===== src/rtl/afx_pkg.sv =====
package afx_pkg;
  typedef enum logic [1:0] {
    OP_IDLE   = 2'b00,
    OP_EXT    = 2'b01,
    OP_EXT_DN = 2'b10,
    OP_MV_HI  = 2'b11
  } afx_op_e;

  localparam int CTL_W    = 32;
  localparam int FAIL_BIT = 14;
  localparam logic [CTL_W-1:0] CTL_WMASK = 32'h0FFF_7FBF;
endpackage


===== src/rtl/afx_acc_bank.sv =====
module afx_acc_bank #(
  parameter int DATA_W = 32,
  parameter int N_ACC  = 4,
  localparam int ACC_W = 2 * DATA_W,
  localparam int SEL_W = $clog2(N_ACC)
) (
  input  logic             clk,
  input  logic             we,
  input  logic [SEL_W-1:0] sel,
  input  logic [DATA_W-1:0] lo_in,
  output logic [ACC_W-1:0] rdata
);
  logic [ACC_W-1:0] mem [N_ACC];

  assign rdata = mem[sel];

  // Move-high: old low word shifts up, new word enters at the bottom.
  always_ff @(posedge clk) begin
    if (we) mem[sel] <= {rdata[DATA_W-1:0], lo_in};
  end
endmodule


===== src/rtl/afx_extract.sv =====
module afx_extract #(
  parameter int DATA_W = 32,
  localparam int ACC_W  = 2 * DATA_W,
  localparam int POS_W  = $clog2(ACC_W),
  localparam int SIZE_W = $clog2(DATA_W)
) (
  input  logic [ACC_W-1:0]  acc,
  input  logic [POS_W-1:0]  pos,
  input  logic [SIZE_W-1:0] size,
  output logic [DATA_W-1:0] field,
  output logic              fail
);
  localparam logic [DATA_W-1:0] ONES = '1;

  logic [POS_W-1:0]  size_x;
  logic [POS_W-1:0]  lsb;
  logic [ACC_W-1:0]  shifted;
  logic [DATA_W-1:0] mask;

  always_comb begin
    size_x  = POS_W'(size);
    fail    = pos < size_x;
    lsb     = pos - size_x;
    shifted = acc >> lsb;
    mask    = ONES >> (SIZE_W'(DATA_W - 1) - size);
    field   = fail ? '0 : (shifted[DATA_W-1:0] & mask);
  end
endmodule


===== src/rtl/afx_ctrl.sv =====
module afx_ctrl
  import afx_pkg::*;
#(
  parameter int DATA_W = 32,
  localparam int ACC_W  = 2 * DATA_W,
  localparam int POS_W  = $clog2(ACC_W),
  localparam int SIZE_W = $clog2(DATA_W)
) (
  input  logic              clk,
  input  logic              rst,
  input  logic              we,
  input  logic [CTL_W-1:0]  wdata,
  input  logic [1:0]        op,
  input  logic [SIZE_W-1:0] size,
  input  logic              ext_fail,
  output logic [CTL_W-1:0]  ctl
);
  localparam logic [POS_W-1:0] HALF = POS_W'(DATA_W);

  logic [CTL_W-1:0] ctl_nx;
  logic [POS_W-1:0] pos_q;
  logic             is_ext;

  assign pos_q  = ctl[POS_W-1:0];
  assign is_ext = (op == OP_EXT) || (op == OP_EXT_DN);

  always_comb begin
    ctl_nx = ctl;
    if (we) ctl_nx = wdata & CTL_WMASK;
    if (is_ext) ctl_nx[FAIL_BIT] = ext_fail;
    if (op == OP_EXT_DN && !ext_fail)
      ctl_nx[POS_W-1:0] = pos_q - POS_W'(size) - POS_W'(1);
    else if (op == OP_MV_HI)
      ctl_nx[POS_W-1:0] = pos_q + HALF;
    else if (is_ext)
      ctl_nx[POS_W-1:0] = pos_q;
  end

  always_ff @(posedge clk) begin
    if (rst) ctl <= '0;
    else     ctl <= ctl_nx;
  end

  a_r3_short_sets_fail: assert property (@(posedge clk) disable iff (rst)
    (is_ext && (pos_q < POS_W'(size))) |=> ctl[FAIL_BIT]);

  a_r4_fail_kept_without_extract: assert property (@(posedge clk) disable iff (rst)
    (!is_ext && !we) |=> $stable(ctl[FAIL_BIT]));

  a_r5_down_step: assert property (@(posedge clk) disable iff (rst)
    (op == OP_EXT_DN && pos_q >= POS_W'(size)) |=>
      ctl[POS_W-1:0] == POS_W'($past(pos_q) - $past(POS_W'(size)) - 1));

  a_r6_up_step: assert property (@(posedge clk) disable iff (rst)
    (op == OP_MV_HI) |=> ctl[POS_W-1:0] == POS_W'($past(pos_q) + HALF));

  a_r8_reserved_zero: assert property (@(posedge clk) disable iff (rst)
    (ctl[6] == 1'b0 && ctl[15] == 1'b0 && ctl[31:28] == 4'h0));
endmodule


===== src/rtl/acc_field_extract.sv =====
module acc_field_extract
  import afx_pkg::*;
#(
  parameter int DATA_W = 32,
  parameter int N_ACC  = 4,
  localparam int ACC_W  = 2 * DATA_W,
  localparam int POS_W  = $clog2(ACC_W),
  localparam int SIZE_W = $clog2(DATA_W),
  localparam int SEL_W  = $clog2(N_ACC)
) (
  input  logic              clk,
  input  logic              rst,
  input  logic [1:0]        op_i,
  input  logic [SEL_W-1:0]  acc_sel_i,
  input  logic [SIZE_W-1:0] size_i,
  input  logic [DATA_W-1:0] data_i,
  input  logic              ctl_we_i,
  input  logic [CTL_W-1:0]  ctl_wdata_i,
  output logic [DATA_W-1:0] field_o,
  output logic              fail_o,
  output logic [POS_W-1:0]  pos_o,
  output logic [CTL_W-1:0]  ctl_o
);
  logic [ACC_W-1:0]  acc_rd;
  logic [DATA_W-1:0] ext_field;
  logic              ext_fail;
  logic              is_ext;

  assign is_ext = (op_i == OP_EXT) || (op_i == OP_EXT_DN);

  afx_acc_bank #(.DATA_W(DATA_W), .N_ACC(N_ACC)) u_bank (
    .clk   (clk),
    .we    (op_i == OP_MV_HI),
    .sel   (acc_sel_i),
    .lo_in (data_i),
    .rdata (acc_rd)
  );

  afx_extract #(.DATA_W(DATA_W)) u_ext (
    .acc   (acc_rd),
    .pos   (pos_o),
    .size  (size_i),
    .field (ext_field),
    .fail  (ext_fail)
  );

  afx_ctrl #(.DATA_W(DATA_W)) u_ctrl (
    .clk      (clk),
    .rst      (rst),
    .we       (ctl_we_i),
    .wdata    (ctl_wdata_i),
    .op       (op_i),
    .size     (size_i),
    .ext_fail (ext_fail),
    .ctl      (ctl_o)
  );

  always_ff @(posedge clk) begin
    if (rst)         field_o <= '0;
    else if (is_ext) field_o <= ext_field;
  end

  assign fail_o = ctl_o[FAIL_BIT];
  assign pos_o  = ctl_o[POS_W-1:0];

  a_r3_failed_field_zero: assert property (@(posedge clk) disable iff (rst)
    (is_ext && pos_o < POS_W'(size_i)) |=> (field_o == '0 && fail_o));

  a_r2_field_held: assert property (@(posedge clk) disable iff (rst)
    (!is_ext) |=> $stable(field_o));

  a_r2_field_width: assert property (@(posedge clk) disable iff (rst)
    is_ext |=> ((field_o >> ($past(size_i) + 1'b1)) == '0 || $past(size_i) == SIZE_W'(DATA_W - 1)));
endmodule


===== config.mk =====
export PLATFORM = sky130hd
export DESIGN_NAME = acc_field_extract
export DESIGN_NICKNAME = d
export VERILOG_FILES = /design/src/rtl/afx_pkg.sv /design/src/rtl/afx_acc_bank.sv /design/src/rtl/afx_extract.sv /design/src/rtl/afx_ctrl.sv /design/src/rtl/acc_field_extract.sv
export SDC_FILE = /design/constraint.sdc
export NUM_CORES = 1
export LEC_CHECK = 0
export BUFFER_PORTS_ARGS = -buffer_cell sky130_fd_sc_hd__buf_4
export CAP_MARGIN = 25
export CORE_ASPECT_RATIO = 0.8
export CORE_MARGIN = 2
export CORE_UTILIZATION = 25
export DETAILED_ROUTE_END_ITERATION = 8
export PLACE_DENSITY = 0.41
export SLEW_MARGIN = 20
export SYNTH_ARGS = -nofsm -noshare
export SYNTH_HDL_FRONTEND = slang
export SYNTH_SLANG_ARGS = --single-unit

===== constraint.sdc =====
create_clock -name clk -period 19.9 [get_ports clk]
set_input_delay 3.98 -clock clk [delete_from_list [all_inputs] [get_ports clk]]
set_output_delay 3.98 -clock clk [all_outputs]
set_load 0.03 [all_outputs]

== After elaboration in Yosys (flattened, before gate mapping) ==
Memories as Yosys holds them, arrays and structs flattened.
Cells that the tools add are included.
Cells by class
  reduce and logical (&&, ||, !) cells: 6
  bitwise gates (word level): 1
  magnitude comparators: 1
  muxes and demuxes: 8
  eq/ne operators: 4
  add/sub/neg operators: 4
  shifts and indexed selects: 2
Operator list (number)
  right shift 64 x 6 -> 32 bit: 1
  bitwise AND 32 bit: 1
  two-way mux 32 bit: 1
  right shift 32 x 5 -> 32 bit (first input constant): 1
  two-way mux 6 bit: 3
  two-way mux 15 bit: 1
  adder 6 bit (second input constant): 1
  less-than comparator 6 x 5 -> 1 bit: 1
  subtractor 6 x 1 -> 6 bit (second input constant): 1
  subtractor 6 x 5 -> 6 bit: 1
  subtractor 5 bit (first input constant): 1
  equality test 2 bit (second input constant): 2
  two-way mux 1 bit: 3
  != test 3 x 1 -> 1 bit (second input constant): 1
  nonzero test 3 bit: 1
  equality test 2 x 1 -> 1 bit (second input constant): 1
  AND reduction 2 bit: 1
  nonzero test 2 bit: 1
  logical AND 1 bit: 1
  logical NOT 1 bit: 1
  logical OR 1 bit: 1
Storage, ports and cells
  input port bits: 76
  word-level logic and storage cells: 31
  memories kept: 1
  memory bits (writable): 256
  bits in registers: 58
  output and inout port bits: 71
Memories
  u_bank.mem: depth 4, width 64, read ports 1, clocked after Yosys merged registers in 0, write ports 1, line afx_acc_bank.sv:13  | logic [ACC_W-1:0] mem [N_ACC];

== Depth between registers and ports, before layout ==
  word-level depth: 5
  mapped depth: 15
  depth with buffers taken out: 11

== Modules after synthesis ==
Synthesis repeated with hierarchy kept, for this count alone.
Unflattened totals
  cell total of the unflattened synthesis: 1175
  area, all modules: 16231.8 um^2
By module, submodules not included
  afx_acc_bank: sequential area each 7687.4 um^2, instances 1, area each 9286.4 um^2, cells each 340
  afx_extract: sequential area each 0.0 um^2, instances 1, area each 4404.2 um^2, cells each 591
  afx_ctrl: sequential area each 520.5 um^2, instances 1, area each 1312.5 um^2, cells each 133
  acc_field_extract: sequential area each 640.6 um^2, instances 1, area each 1228.7 um^2, cells each 111

== Worst setup path before layout ==
No wires, ideal clock.
  kind: input -> register
  start: in acc_sel_i[0]
  end: mem u_bank.mem[0][0] (netlist name), enable pin
  cell stages on the path: 8
  required time: 19322 ps
  library setup time: 578 ps
  setup slack: 9489 ps
  buffers on the path: 7
  data arrival time: 9833 ps
  cell sequence: buf_6 > buf_8 > buf_8 > buf_6 > buf_6 > buf_6 > buf_1 > nor3b_1
RTL lines
  start, declared: line acc_field_extract.sv:14  | input logic [SEL_W-1:0] acc_sel_i,
  end, declared: line afx_acc_bank.sv:13
No word-level cell before the write port.

== Worst setup path in the final report ==
  start: in size_i[0]
  end: reg field_o[1]
On the way
  longest elaborated chain between the ends: 4
  elaborated cells between the ends (all ways): 7
  those cells by class: 2 x add/sub; 1 x order compare; 2 x shift; 1 x mux; 1 x bitwise
RTL lines
  start, declared: line acc_field_extract.sv:15  | input logic [SIZE_W-1:0] size_i,
  subtractor 6 x 5 -> 6 bit / subtractor 5 bit (equally long branches): line afx_extract.sv:23, afx_extract.sv:25
  right shift 64 x 6 -> 32 bit / right shift 32 x 5 -> 32 bit (equally long branches): line afx_extract.sv:24, afx_extract.sv:25
  bitwise AND 32 bit: line afx_extract.sv:26  | field = fail ? '0 : (shifted[DATA_W-1:0] & mask);
  two-way mux 32 bit *: line afx_extract.sv:26
  end signal, assigned: line acc_field_extract.sv:60  | else if (is_ext) field_o <= ext_field;
  end, declared: line acc_field_extract.sv:19  | output logic [DATA_W-1:0] field_o,
Every way passes the cells marked *; elsewhere a longest branch is shown, timed or not.
A chain may end at the register's enable or synchronous reset.

==> results.yml <==
clock_tree:
  clockBufferDepth: 3
  cts_setup_buffers: 0
  hold_buffers: 0
  cts_resized: 0
  tritoncts: "built"
  path_clk_slew_ns: 0.06
  cts_sinks: 314
  htree_levels: 2
  insertion_delay_ns: 0.56
  root_buffer: "clkbuf_16"
  cts_buffers: 37
floorplanning:
  fp.dieW_microns: 304.0
  core_sq_um: 70860
  io_pins: 147
  placementRows: 87
  start_util_pct: 25.40
  fp.dieH_microns: 244.0
  die_area_sq_um: 74170
setup_path:
  worstSetupPathType: "in -> reg"
  crit_path_end_kind: "register"
  rrSetupSlack_ns: 14.26
  timing.rr.start: "u_ctrl.ctl[0]"
  rr_worst_depth: 13
  critPathMaxFanout: 69
  crit_required_ns: 20.40
  cp.arrival_ns: 9.24
  cp-start-kind: "input pin"
  r2r_end: "field_o[1]"
power:
  leakage_nw: 7.343
  p_int_w: 0.001421
  sw_frac_of_total_pct: 34.63
  net-switching-power_w: 0.0007528
  ir_drop_uv: 61.52
  power_frac_seq_pct: 34.4
  power.density_nw_per_um2: 102.9
  combinationalPowerShare_pct: 32.8
  clockPowerShare_pct: 32.8
min_path:
  min_to: "field_o[20]"
  holdPathStages: 2
  hp-start: "field_o[20]"
  hold_path.class: "reg -> reg"
synthesis:
  synth_area_sq_um: 18000
  yosysMostFrequentCell: "edfxtp_1"
  synth-seq-cells: 314
  yosys.area.top_type_share_pct: 42.71
  yosys_warnings: 0
  yosysSeqAreaShare_pct: 49.16
  yosysUniqueCellTypes: 68
  synth_top_area_cell: "edfxtp_1"
  synth_flop_cell: "edfxtp_1"
  syn_inst: 1324
  synthTopCellsByArea: "edfxtp_1, mux4_2, mux2i_1, dfxtp_1, mux2_2"
  synth_commonest_cells: "edfxtp_1, mux4_2, mux2i_1"
  syn_avg_cell_area_sq_um: 13.59
  synth_edf_count: 256
  synthArstFlopShare_pct: 0
detailed_routing:
  routed_wl_microns: 60050
  drc: 0
  drt-vias-per-instance: 5.228
  drt_iter0_markers: 1203
  wl_per_cell_microns: 25.37
  vias: 12370
  ant_nets: 0
  drtPass1Iterations: 7
placement:
  dp_hpwl_microns: 43020
  place.gp.congestion: 0.8811
  port_buffers: 134
cells_and_area:
  antennaDiodeCount: 0
  nets: 1490
  utilization_pct: 29.83
  syn_to_final_growth_pct: 17.45
  fill_cells: 7116
  drive_above_1_share_pct: 30.29
  regArea_sq_um: 8848
  multi_input_area_sq_um: 8579
sta:
  worst_pin_slew_ns: 1.013
  finalHoldViolCount: 0
  fmax_mhz: 114.4
  skew_ns: 0.01320
  max_slew_margin_pct: 32.08
  slew_viol_final: 0
  finalCritPeriodShare_pct: 43.91
  finalSetupViolations: 0
  final.min_clock_period_ns: 8.738
  finalSetupTns_ns: 0
  rsz0062_at_grt: "false"
run_status:
  outcome: "complete, no violations"
global_routing:
  grt_max_degree: 109
  grt_overflow_total: 0
  antenna_found_initial: 3
  grt_pass1_vias: 12380
  grt_pass1_wl_microns: 88540
  grt_usage_pct: 15.93
job:
  cap_viol_max_count: 0
==> cell type report <==
class | instances | share of cell area, %
timing repair buffer | 158 | 5.724
clock buffer | 43 | 4.587
sequential | 314 | 41.86
multi-input combinational | 880 | 40.59
clock inverter | 24 | 1.468
inverter | 14 | 0.2486
tap | 934 | 5.528
==> cells by family after synthesis <==
family | after synthesis | share of synthesized area [%]
AOI/OAI and AO/OA | 237 | 9.274
and+or+nand+nor | 277 | 6.500
buffers and inverters | 135 | 3.893
other | 1 | 0.02084
muxes | 339 | 29.86
DFF | 314 | 49.16
adders and majority gates | 9 | 0.6674
xor gates and xnor gates | 12 | 0.6257
==> metrics by stage <==
step / std cells / hold WS, ns / total power (W) / instance area (sq um) / setup slack, ns
floorplan: 1329 / 0.5745 / 0.001231 / 18020 / 9.489
global placement: 2299 / 0.4482 / 0.001470 / 19850 / 10.56
detailed placement: 2300 / 0.4582 / 0.001467 / 19860 / 10.59
CTS: 2367 / 0.4700 / 0.002191 / 21140 / 11.18
global route: 2367 / 0.4873 / 0.002267 / 21140 / 10.89
finish: 2367 / 0.4652 / 0.002174 / 21140 / 11.16
==> critical path: stages <==
cell and delay [ns]:
buf_4 0.17, ha_4 0.18, fa_4 0.95, buf_4 0.80
buf_4 0.71, mux4_2 0.33, mux2i_1 0.06, mux2i_1 0.57
a222oi_1 0.25, a222oi_1 0.53, o221ai_1 0.33, a21oi_1 0.19
a22o_1 0.14
==> power by group through the flow <==
stage	combinational [W]	clock (W)	sequential, W
floorplan	0.000460	0	0.000772
CTS	0.000709	0.000735	0.000747
global placement	0.000709	0	0.000761
global route	0.000757	0.000761	0.000749
detailed placement	0.000706	0	0.000761
finish	0.000714	0.000713	0.000747
==> layout by cell type, fill, tap and decap left out, drive strengths merged, types with 12 or more instances in the layout <==
master	n
edfxtp	256
buf	158
mux4	153
mux2i	136
nand2	116
nor2	88
o21ai	61
dfxtp	58
mux2	50
clkbuf	43
a21oi	34
nor3	30
nand3	16
a211oi	16
clkinv	15
inv	13
o211ai	12
==> per-layer routing <==
layer / wire (microns) / part of all wire (%) / GRT usage (%)
met5: 0 / 0 / 0
met1: 28780 / 48 / 23.64
met3: 3344 / 5.6 / 2.730
met2: 27070 / 45 / 24.38
met4: 860 / 1.4 / 3.073
==> state kept, by name, summed over array words and instances, names as in the netlist <==
register / cells
field_o: 32
u_bank.mem: 256
u_ctrl.ctl: 26
==> worst max-delay path by stage <==
stage,start,end,cells past startpoint
6_report,size_i[0],field_o[1],13
5_1_grt,size_i[0],field_o[12],13
4_1_cts,size_i[0],field_o[12],13
3_5_place_dp,size_i[0],field_o[12],13
3_3_place_gp,size_i[0],field_o[12],13
2_1_floorplan,acc_sel_i[0],u_bank.mem[0][0],8
(Power assumes the default switching activity.)
